===== config.mk =====
export PLATFORM = sky130hd
export DESIGN_NAME = as_flag_alu
export DESIGN_NICKNAME = d
export VERILOG_FILES = /design/src/rtl/as_pkg.sv /design/src/rtl/as_adder.sv /design/src/rtl/as_flag_calc.sv /design/src/rtl/as_flag_reg.sv /design/src/rtl/as_flag_alu.sv
export SDC_FILE = /design/constraint.sdc
export NUM_CORES = 1
export LEC_CHECK = 0
export BUFFER_PORTS_ARGS = -buffer_cell sky130_fd_sc_hd__buf_2
export CAP_MARGIN = 20
export CORE_ASPECT_RATIO = 0.7
export CORE_MARGIN = 2
export CORE_UTILIZATION = 45
export CTS_BUF_LIST = sky130_fd_sc_hd__clkbuf_2 sky130_fd_sc_hd__clkbuf_4 sky130_fd_sc_hd__clkbuf_8
export CTS_CLUSTER_SIZE = 16
export DETAILED_ROUTE_END_ITERATION = 7
export PLACE_DENSITY_LB_ADDON = 0.25
export SYNTH_ARGS = -nofsm -noshare
export SYNTH_HDL_FRONTEND = slang
export SYNTH_HIERARCHICAL = 1
export SYNTH_SLANG_ARGS = --single-unit

===== constraint.sdc =====
create_clock -name clk_i -period 4.28 [get_ports clk_i]
set_clock_uncertainty 0.2 [all_clocks]
set_input_delay 0.214 -clock clk_i [delete_from_list [all_inputs] [get_ports clk_i]]
set_output_delay 0.214 -clock clk_i [all_outputs]
set_load 0.03 [all_outputs]

===== src/rtl/as_pkg.sv =====
package as_pkg;
  typedef enum logic [2:0] {
    OP_ADD = 3'd0,
    OP_SUB = 3'd1,
    OP_CMP = 3'd2,
    OP_CMN = 3'd3,
    OP_MOV = 3'd4
  } op_e;

  typedef struct packed {
    logic n;
    logic z;
    logic c;
    logic v;
  } flags_t;
endpackage


===== src/rtl/as_adder.sv =====
module as_adder #(
  parameter int WIDTH = 32
) (
  input  logic [WIDTH-1:0] a_i,
  input  logic [WIDTH-1:0] b_i,
  input  logic             sub_i,
  output logic [WIDTH-1:0] sum_o,
  output logic             cout_o,
  output logic             ovf_o
);
  localparam int MSB = WIDTH - 1;

  logic [WIDTH-1:0] bop;
  logic [WIDTH:0]   full;

  // subtraction as a + ~b + 1, carry is then inverted borrow
  assign bop    = sub_i ? ~b_i : b_i;
  assign full   = {1'b0, a_i} + {1'b0, bop} + {{WIDTH{1'b0}}, sub_i};
  assign sum_o  = full[MSB:0];
  assign cout_o = full[WIDTH];
  assign ovf_o  = (a_i[MSB] == bop[MSB]) && (sum_o[MSB] != a_i[MSB]);
endmodule


===== src/rtl/as_flag_calc.sv =====
module as_flag_calc #(
  parameter int WIDTH = 32
) (
  input  logic [2:0]       op_i,
  input  logic             set_flags_i,
  input  logic [WIDTH-1:0] sum_i,
  input  logic             cout_i,
  input  logic             ovf_i,
  input  logic [WIDTH-1:0] b_i,
  input  as_pkg::flags_t   cur_i,
  output as_pkg::flags_t   nxt_o,
  output logic             upd_o
);
  import as_pkg::*;
  localparam int MSB = WIDTH - 1;

  always_comb begin
    nxt_o = cur_i;
    upd_o = 1'b0;
    unique case (op_i)
      OP_ADD, OP_SUB: begin
        upd_o = set_flags_i;
        nxt_o = '{n: sum_i[MSB], z: (sum_i == '0), c: cout_i, v: ovf_i};
      end
      OP_CMP, OP_CMN: begin
        upd_o = 1'b1;
        nxt_o = '{n: sum_i[MSB], z: (sum_i == '0), c: cout_i, v: ovf_i};
      end
      OP_MOV: begin
        upd_o = set_flags_i;
        nxt_o = '{n: b_i[MSB], z: (b_i == '0), c: cur_i.c, v: cur_i.v};
      end
      default: begin
        upd_o = 1'b0;
        nxt_o = cur_i;
      end
    endcase
  end
endmodule


===== src/rtl/as_flag_reg.sv =====
module as_flag_reg (
  input  logic           clk_i,
  input  logic           rst_ni,
  input  logic           upd_i,
  input  as_pkg::flags_t nxt_i,
  output as_pkg::flags_t flags_o
);
  always_ff @(posedge clk_i or negedge rst_ni) begin
    if (!rst_ni)    flags_o <= '0;
    else if (upd_i) flags_o <= nxt_i;
  end


  always @(posedge clk_i) begin
    if (!rst_ni) rst_clear_chk: assert (flags_o == '0);
  end


  flag_hold_chk: assert property (@(posedge clk_i) disable iff (!rst_ni)
    !upd_i |=> $stable(flags_o));
endmodule


===== src/rtl/as_flag_alu.sv =====
module as_flag_alu #(
  parameter int WIDTH = 32
) (
  input  logic             clk_i,
  input  logic             rst_ni,
  input  logic [2:0]       op_i,
  input  logic             set_flags_i,
  input  logic [WIDTH-1:0] a_i,
  input  logic [WIDTH-1:0] b_i,
  output logic [WIDTH-1:0] result_o,
  output logic             wr_en_o,
  output logic [3:0]       flags_o
);
  import as_pkg::*;

  logic [WIDTH-1:0] sum;
  logic             cout, ovf, is_sub, upd;
  flags_t           cur, nxt;

  assign is_sub = (op_i == OP_SUB) || (op_i == OP_CMP);

  as_adder #(.WIDTH(WIDTH)) u_add (
    .a_i(a_i), .b_i(b_i), .sub_i(is_sub),
    .sum_o(sum), .cout_o(cout), .ovf_o(ovf)
  );

  as_flag_calc #(.WIDTH(WIDTH)) u_calc (
    .op_i(op_i), .set_flags_i(set_flags_i), .sum_i(sum), .cout_i(cout),
    .ovf_i(ovf), .b_i(b_i), .cur_i(cur), .nxt_o(nxt), .upd_o(upd)
  );

  as_flag_reg u_freg (
    .clk_i(clk_i), .rst_ni(rst_ni), .upd_i(upd), .nxt_i(nxt), .flags_o(cur)
  );

  always_comb begin
    unique case (op_i)
      OP_ADD, OP_SUB: begin result_o = sum; wr_en_o = 1'b1; end
      OP_CMP, OP_CMN: begin result_o = sum; wr_en_o = 1'b0; end
      OP_MOV:         begin result_o = b_i; wr_en_o = 1'b1; end
      default:        begin result_o = '0;  wr_en_o = 1'b0; end
    endcase
  end

  assign flags_o = cur;


  cmp_no_write_chk: assert property (@(posedge clk_i) disable iff (!rst_ni)
    (op_i == OP_CMP || op_i == OP_CMN) |-> !wr_en_o);


  cmp_zero_chk: assert property (@(posedge clk_i) disable iff (!rst_ni)
    (op_i == OP_CMP) |=> (flags_o[2] == ($past(a_i) == $past(b_i))));


  cmp_carry_chk: assert property (@(posedge clk_i) disable iff (!rst_ni)
    (op_i == OP_CMP) |=> (flags_o[1] == ($past(a_i) >= $past(b_i))));


  mov_cv_keep_chk: assert property (@(posedge clk_i) disable iff (!rst_ni)
    (op_i == OP_MOV) |=> $stable(flags_o[1:0]));


  rsvd_hold_chk: assert property (@(posedge clk_i) disable iff (!rst_ni)
    (op_i > 3'd4) |=> $stable(flags_o));
endmodule


==> results of run 1 <==
-- synth_stat cells, drive strengths merged (7+ instances only) --
library cell,instances,share of area [%]
nand2,54,6.5
inv,44,5.3
xor2,39,11
o22ai,33,13
ha,31,13
a21oi,30,4.9
nor2,22,2.7
xnor2,20,5.7
o21ai,18,2.9
nor4,13,2.6
buf,12,3.0
nand3,12,1.9
a21o,9,2.2
clkbuf,8,1.0
mux2,8,2.9
nor3,7,1.3
-- repair_timing --
| item | in CTS | in global routing |
|---|---|---|
| hold endpoints to repair | 4 | 0 |
| setup endpoints to repair | 0 | 2 |
| hold buffers | 1 | 0 |
| setup buffers | 0 | 6 |
| resized for setup | 0 | 36 |
-- critical path, delay by kind of cell --
family / cells / cell delay (ps)
mux: 1 / 170
fa+ha+maj: 1 / 280
simple gates: 7 / 1410
compound gates: 4 / 810
buf+inv: 5 / 780
xor+xnor: 3 / 460
-- worst paths after layout --
check	endpoint	slack [ps]	cells past startpoint
worst max-delay path	u_freg/flags_o[2]	120	21
worst min-delay path	u_freg/flags_o[3]	130	2
worst max register to register	u_freg/flags_o[1]	3030	2
worst min register to register	u_freg/flags_o[0]	330	1
max in group asynchronous	u_freg/flags_o[1]	3620	2
min in group clk_i	u_freg/flags_o[0]	330	1
-- metrics by stage --
step | std cells | setup slack, ps
finish | 661 | 117
global placement | 651 | -48.0
detailed placement | 651 | -170
floorplan | 428 | 1.83
global route | 661 | -64.0
CTS | 655 | 35.4
-- layer usage --
| metal | track usage, % | part of all wire [%] | vias to the layer above |
|---|---|---|---|
| li1 | - | - | 1806 |
| met1 | 41.4 | 48 | 1785 |
| met2 | 40.2 | 43 | 178 |
| met3 | 3.14 | 7.6 | 14 |
| met4 | 4.82 | 1.1 | 0 |
| met5 | 0 | 0 | - |
-- report_power, final --
| group | internal, mW | total (mW) | switching (mW) |
|---|---|---|---|
| combinational | 0.509 | 1.25 | 0.738 |
| sequential | 0.0486 | 0.0572 | 0.00861 |
| clock | 0.0602 | 0.0822 | 0.0220 |
-- cells by family (layout without fill, tap and decap cells) --
group / after synthesis / count (layout) / synth area share, %
fa+ha+maj: 32 / 32 / 13.2
flops: 4 / 4 / 3.23
buf+inv: 64 / 203 / 9.38
compound gates: 123 / 123 / 32.8
mux: 9 / 9 / 3.23
xor+xnor: 59 / 59 / 16.7
simple gates: 137 / 137 / 21.5
-- cell type report --
| cell class | instances | share of cell area (%) |
|---|---|---|
| tap | 94 | 2.75 |
| sequential | 4 | 2.34 |
| clock buffer | 3 | 0.965 |
| timing repair buffer | 156 | 22.6 |
| inverter | 44 | 3.86 |
| multi-input combinational | 360 | 67.5 |
==> summary.md, run 1 <==
| Metric | Value |
|---|---|
| Status | `completed` |
| DR vias | `3,783` |
| Ys flop type | `dfrtp_1` |
| Setup TNS | `0 ps` |
| Avg Synthesized Cell Area | `7.23 um2` |
| Pwr Total | `1.39 mW` |
| Share of cells above drive strength 1 | `41.6%` |
| Final WL | `11,000 um` |
| Critical path peak fanout | `6` |
| Most common cell after layout, fill and taps aside | `buf_2` |
| Final #Nets | `671` |
| First-pass GRT wire length | `16,300 um` |
| CTS root buf | `clkbuf_8` |
| Pleak | `2.17 nW` |
| WS Path Type | `input pin to flop` |
| Commonest non-fill, non-tap cells in the layout | `buf_2 (106), nand2_1 (54), inv_1 (44), buf_4 (44), xor2_1 (36)` |
| Wire per inst | `16.7 um` |
| Total grt overflow | `0` |
| Chip width | `103 um` |
| RR Startpoint | `u_freg/flags_o[1]` |
| CP max stage delay | `440 ps` |
| H-Tree Level Count | `1` |
| Initial Util | `46.2%` |
| Initial drt markers | `241` |
| Min-delay worst type | `input pin to asynchronous set/reset pin` |
| Sequential cell area | `100 um2` |
| Asr flop ratio synth | `100%` |
| Crit end category | `flop` |
| Worst Setup SP | `op_i[0]` |
| # DRC | `0` |
| Critical Path RT | `4240 ps` |
| Post-place instance area | `3980 um2` |
| MaxCap Viol Count | `0` |
| Largest net degree at the start of global routing | `72` |
| RePlAce Congestion | `0.931` |
| CTS tree | `done` |
| Synthesized area | `3100 um2` |
| P&R area growth vs syn | `38.2%` |
| Worst VDD drop | `0.000210 V` |
| Max reg flops | `4` |
| Clock Sinks | `4` |
| Worst Max-Slew Pin Slew | `952 ps` |
| Slew headroom | `36.5%` |
| Drt pass-1 iters | `5` |
| Final Cell Area | `4280 um2` |
| Setup violations, final | `0` |
| Multi-input gate area | `2890 um2` |
| WP data arrival | `4120 ps` |
| Synth unique cells | `56` |
| Syn nets | `530` |
| Clock Tree Buf Depth | `2` |
| Crit start category | `input pin` |
| GRT Overall Usage | `26.9%` |
| Fin crit share | `97.3%` |
| Largest regs | `u_freg/flags_o x4` |
| Core footprint | `6690 um2` |
| Hold Vio Cnt, Final | `0` |
| Cell at the slowest stage of the critical path | `or4_4` |
| Initial antenna violation count | `0` |
| Reg with most FFs | `u_freg/flags_o` |
| Clock Latency Late Sink | `220 ps` |
| Die Ht | `73.4 um` |
| Util after Layout | `63.9%` |
| Vias in the first global route | `3,417` |
| Post-synth EDFFs | `0` |
| Share of the yosys chip area belonging to registers | `3.23%` |
| Fin Hold WS | `128 ps` |
| Fillers | `618` |
| # rows | `25` |
| Fmax | `240 MHz` |
| Dpl hpwl | `8490 um` |
| Post-synthesis cell count | `428` |
| Vias/cell | `5.72` |
| Fin. max-slew vios | `0` |
| Port Buf Inserts | `106` |
| # IOs | `107` |
| Reg clk slew, reported paths | `30 ps` |
| Tmin final | `4160 ps` |
| CTS Buf Count | `3` |
| ANT cells | `0` |
| Crit-path cells | `buf_2 -> xnor2_2 -> nor2_4 -> clkbuf_16 -> buf_12 -> xor2_1 -> ha_1 -> buf_4 -> nand2_1 -> o21a_1 -> nor2_1 -> a211oi_1 -> buf_4 -> nand2_1 -> a21oi_1 -> xnor2_1 -> nor4_2 -> nand4_1 -> or4_4 -> o221ai_2 -> mux2_4` |
| Yosys reg bits | `4` |
| Number of antenna-violating nets in the routed design | `0` |
| PwrDens | `324 nW/um2` |
| Syn. warnings | `6` |
| Die area | `7570 um2` |
Note: power is estimated with default switching activity, not from simulation.
==> run 2, diff against run 1 <==
--- a/config.mk
+++ b/config.mk
@@ -13,6 +13,7 @@
 export CTS_BUF_LIST = sky130_fd_sc_hd__clkbuf_2 sky130_fd_sc_hd__clkbuf_4 sky130_fd_sc_hd__clkbuf_8
 export CTS_CLUSTER_SIZE = 16
 export DETAILED_ROUTE_END_ITERATION = 7
+export GPL_TIMING_DRIVEN = 0
 export PLACE_DENSITY_LB_ADDON = 0.25
 export SYNTH_ARGS = -nofsm -noshare
 export SYNTH_HDL_FRONTEND = slang
==> run 2 against run 1 <==
The flow now finishes with violations (negative setup slack). Worst setup slack lost 210 ps. Combinational power shrank 5%. Sequential share of layout area about the same. Count of clock-buffer cells in the layout stayed put. Critical path depth shrank 1. Utilization decreased by 1.2 points. Maximum frequency fell by 4.7%. Die area unchanged. Sequential power is essentially flat. Non-clock buffer count decreased by 16. Register-to-register slack better by 30 ps. Via count decreased by 3.0%. Largest power group unchanged. Highest routed layer unchanged.
==> summary.md, run 2 (synthesis results as in run 1) <==
| Metric | Value |
|---|---|
| Status | `complete, but fails checks` |
| Failing checks | `negative setup slack` |
| MaxCap Viol Count | `0 (unchanged)` |
| Multi-input gate area | `2930 um2 (+1.3%)` |
| Number of antenna-violating nets in the routed design | `0 (unchanged)` |
| Crit start category | `input pin` |
| Vias in the first global route | `3,348 (-2.0%)` |
| Final WL | `10,800 um (-2.6%)` |
| Post-place instance area | `3760 um2 (-5.6%)` |
| Max reg flops | `4 (unchanged)` |
| ANT cells | `0 (unchanged)` |
| P&R area growth vs syn | `35.7%` |
| CTS root buf | `clkbuf_8` |
| Die Ht | `73.4 um (unchanged)` |
| RePlAce Congestion | `0.919 (-1.2%)` |
| Initial antenna violation count | `0 (unchanged)` |
| Slew headroom | `57.1% (+21 points)` |
| Fin. max-slew vios | `0 (unchanged)` |
| Largest net degree at the start of global routing | `19 (-74%)` |
| # rows | `25 (unchanged)` |
| Commonest non-fill, non-tap cells in the layout | `buf_2 (108), nand2_1 (54), inv_1 (44), xor2_1 (35), o22ai_2 (31)` |
| DR vias | `3,669 (-3.0%)` |
| Routed met1 length | `5090 um (-3.5%)` |
| DP Worst Slack | `-1250 ps (-1080 ps)` |
| Wire length on met3 | `825 um (-2.3%)` |
| Final #Nets | `655 (-2.4%)` |
| Initial drt markers | `193 (-20%)` |
| Most common cell after layout, fill and taps aside | `buf_2` |
| Final Non-Filler Cells | `645 (-2.4%)` |
| Min setup slack post-route | `-89.3 ps (-206 ps)` |
| Setup TNS | `-89.3 ps (-89.3 ps)` |
| Fmax | `229 MHz (-4.7%)` |
| Reg clk slew, reported paths | `30 ps (about the same)` |
| Pleak | `2.07 nW (-4.6%)` |
| Tmin final | `4370 ps (+206 ps)` |
| Share of cells above drive strength 1 | `38.5% (-3.1 points)` |
| Placed cells | `628 (-3.5%)` |
| Worst Max-Slew Pin Slew | `644 ps (-308 ps)` |
| Chip width | `103 um (unchanged)` |
| Final Cell Area | `4200 um2 (-1.8%)` |
| Met2 WL | `4750 um (-1.0%)` |
| Pwr Total | `1.33 mW (-4.1%)` |
| Min-delay worst type | `input pin to asynchronous set/reset pin` |
| GRT Overall Usage | `27.5% (+0.64 points)` |
| Hold Vio Cnt, Final | `0 (unchanged)` |
| # DRC | `0 (unchanged)` |
| Critical Path RT | `4250 ps (about the same)` |
| First-pass GRT wire length | `16,400 um (+0.72%)` |
| Fin crit share | `102% (+4.8 points)` |
| # IOs | `107 (unchanged)` |
| Setup violations, final | `1 (+1)` |
| Reg with most FFs | `u_freg/flags_o` |
| Wire per inst | `16.7 um (-0.19%)` |
| Clock Tree Buf Depth | `2 (unchanged)` |
| Fillers | `620 (+0.32%)` |
| Drt pass-1 iters | `5 (unchanged)` |
| CTS Buf Count | `3 (unchanged)` |
| H-Tree Level Count | `1 (unchanged)` |
| Vias/cell | `5.69 (-0.61%)` |
| Sequential cell area | `100 um2 (unchanged)` |
| PwrDens | `317 nW/um2 (-2.3%)` |
| WS Path Type | `input pin to flop` |
| Die area | `7570 um2 (unchanged)` |
| Largest regs | `u_freg/flags_o x4` |
| Util after Layout | `62.7% (-1.2 points)` |
| Total grt overflow | `0 (unchanged)` |
| Highest metal used | `met4` |
| Clock Sinks | `4 (unchanged)` |
| Port Buf Inserts | `106 (unchanged)` |
| Dpl hpwl | `8530 um (+0.41%)` |
| Critical path peak fanout | `10 (+4)` |
| Initial Util | `46.2% (unchanged)` |
| Fin Hold WS | `137 ps (+9.07 ps)` |
| WP data arrival | `4330 ps (+210 ps)` |
| Crit end category | `flop` |
| Clock Latency Late Sink | `220 ps (about the same)` |
| CTS tree | `done` |
| RSZ-0062 raised after global routing | `yes` |
| Core footprint | `6690 um2 (unchanged)` |
| Worst VDD drop | `0.000267 V (+27%)` |
[run 2: what timing repair did]
action                                  4_1_cts  5_1_grt
buffers inserted                             16        2
hold buffers                                  1        0
resized for setup                            47        8
endpoints found under the setup margin       11        3
hold endpoints to repair                      4        0
pin swaps                                    19        5
[run 2: critical path, cell delays in order]
cell and delay (ps):
buf_2 160, buf_12 140, nor2_1 120, clkbuf_8 190, buf_8 190, xor2_1 190, ha_1 310, a21oi_2 190
o211ai_1 160, o31ai_4 340, o211a_1 250, nor3_4 50, a211o_1 290, a21oi_2 160, xnor2_1 100, nor4_2 210
nand4_1 220, or4_4 480, o221ai_2 170, mux2_2 180
[run 2: report_power, final]
group / switching, mW / internal (mW) / leakage [nW]
sequential: 0.00844 / 0.0486 / 0.0504
combinational: 0.714 / 0.476 / 2.00
clock: 0.0225 / 0.0602 / 0.0216
[run 2: final timing paths]
check	startpoint	to	slack, ps	cells after the start
min in group clk_i	set_flags_i	u_freg/flags_o[2]	280	3
worst max register to register	u_freg/flags_o[2]	u_freg/flags_o[2]	3060	3
max in group asynchronous	rst_ni	u_freg/flags_o[1]	3620	2
worst min-delay path	rst_ni	u_freg/flags_o[3]	140	2
worst max-delay path	op_i[2]	u_freg/flags_o[2]	-90	20
worst min register to register	u_freg/flags_o[0]	u_freg/flags_o[0]	340	1
[run 2: layout make-up]
type	count	share of cell area (%)
flip-flops and latches	4	2.38
multi-input cells	360	69.7
inverters	44	3.93
well taps	94	2.80
plain buffers	15	4.08
clock buffers	3	0.983
repair buffers	125	16.2
[run 2: metal layers]
layer	track usage [%]	up-vias
met3	4.38	12
met5	0	-
met2	43.0	161
li1	-	1781
met1	40.0	1715
met4	5.56	0
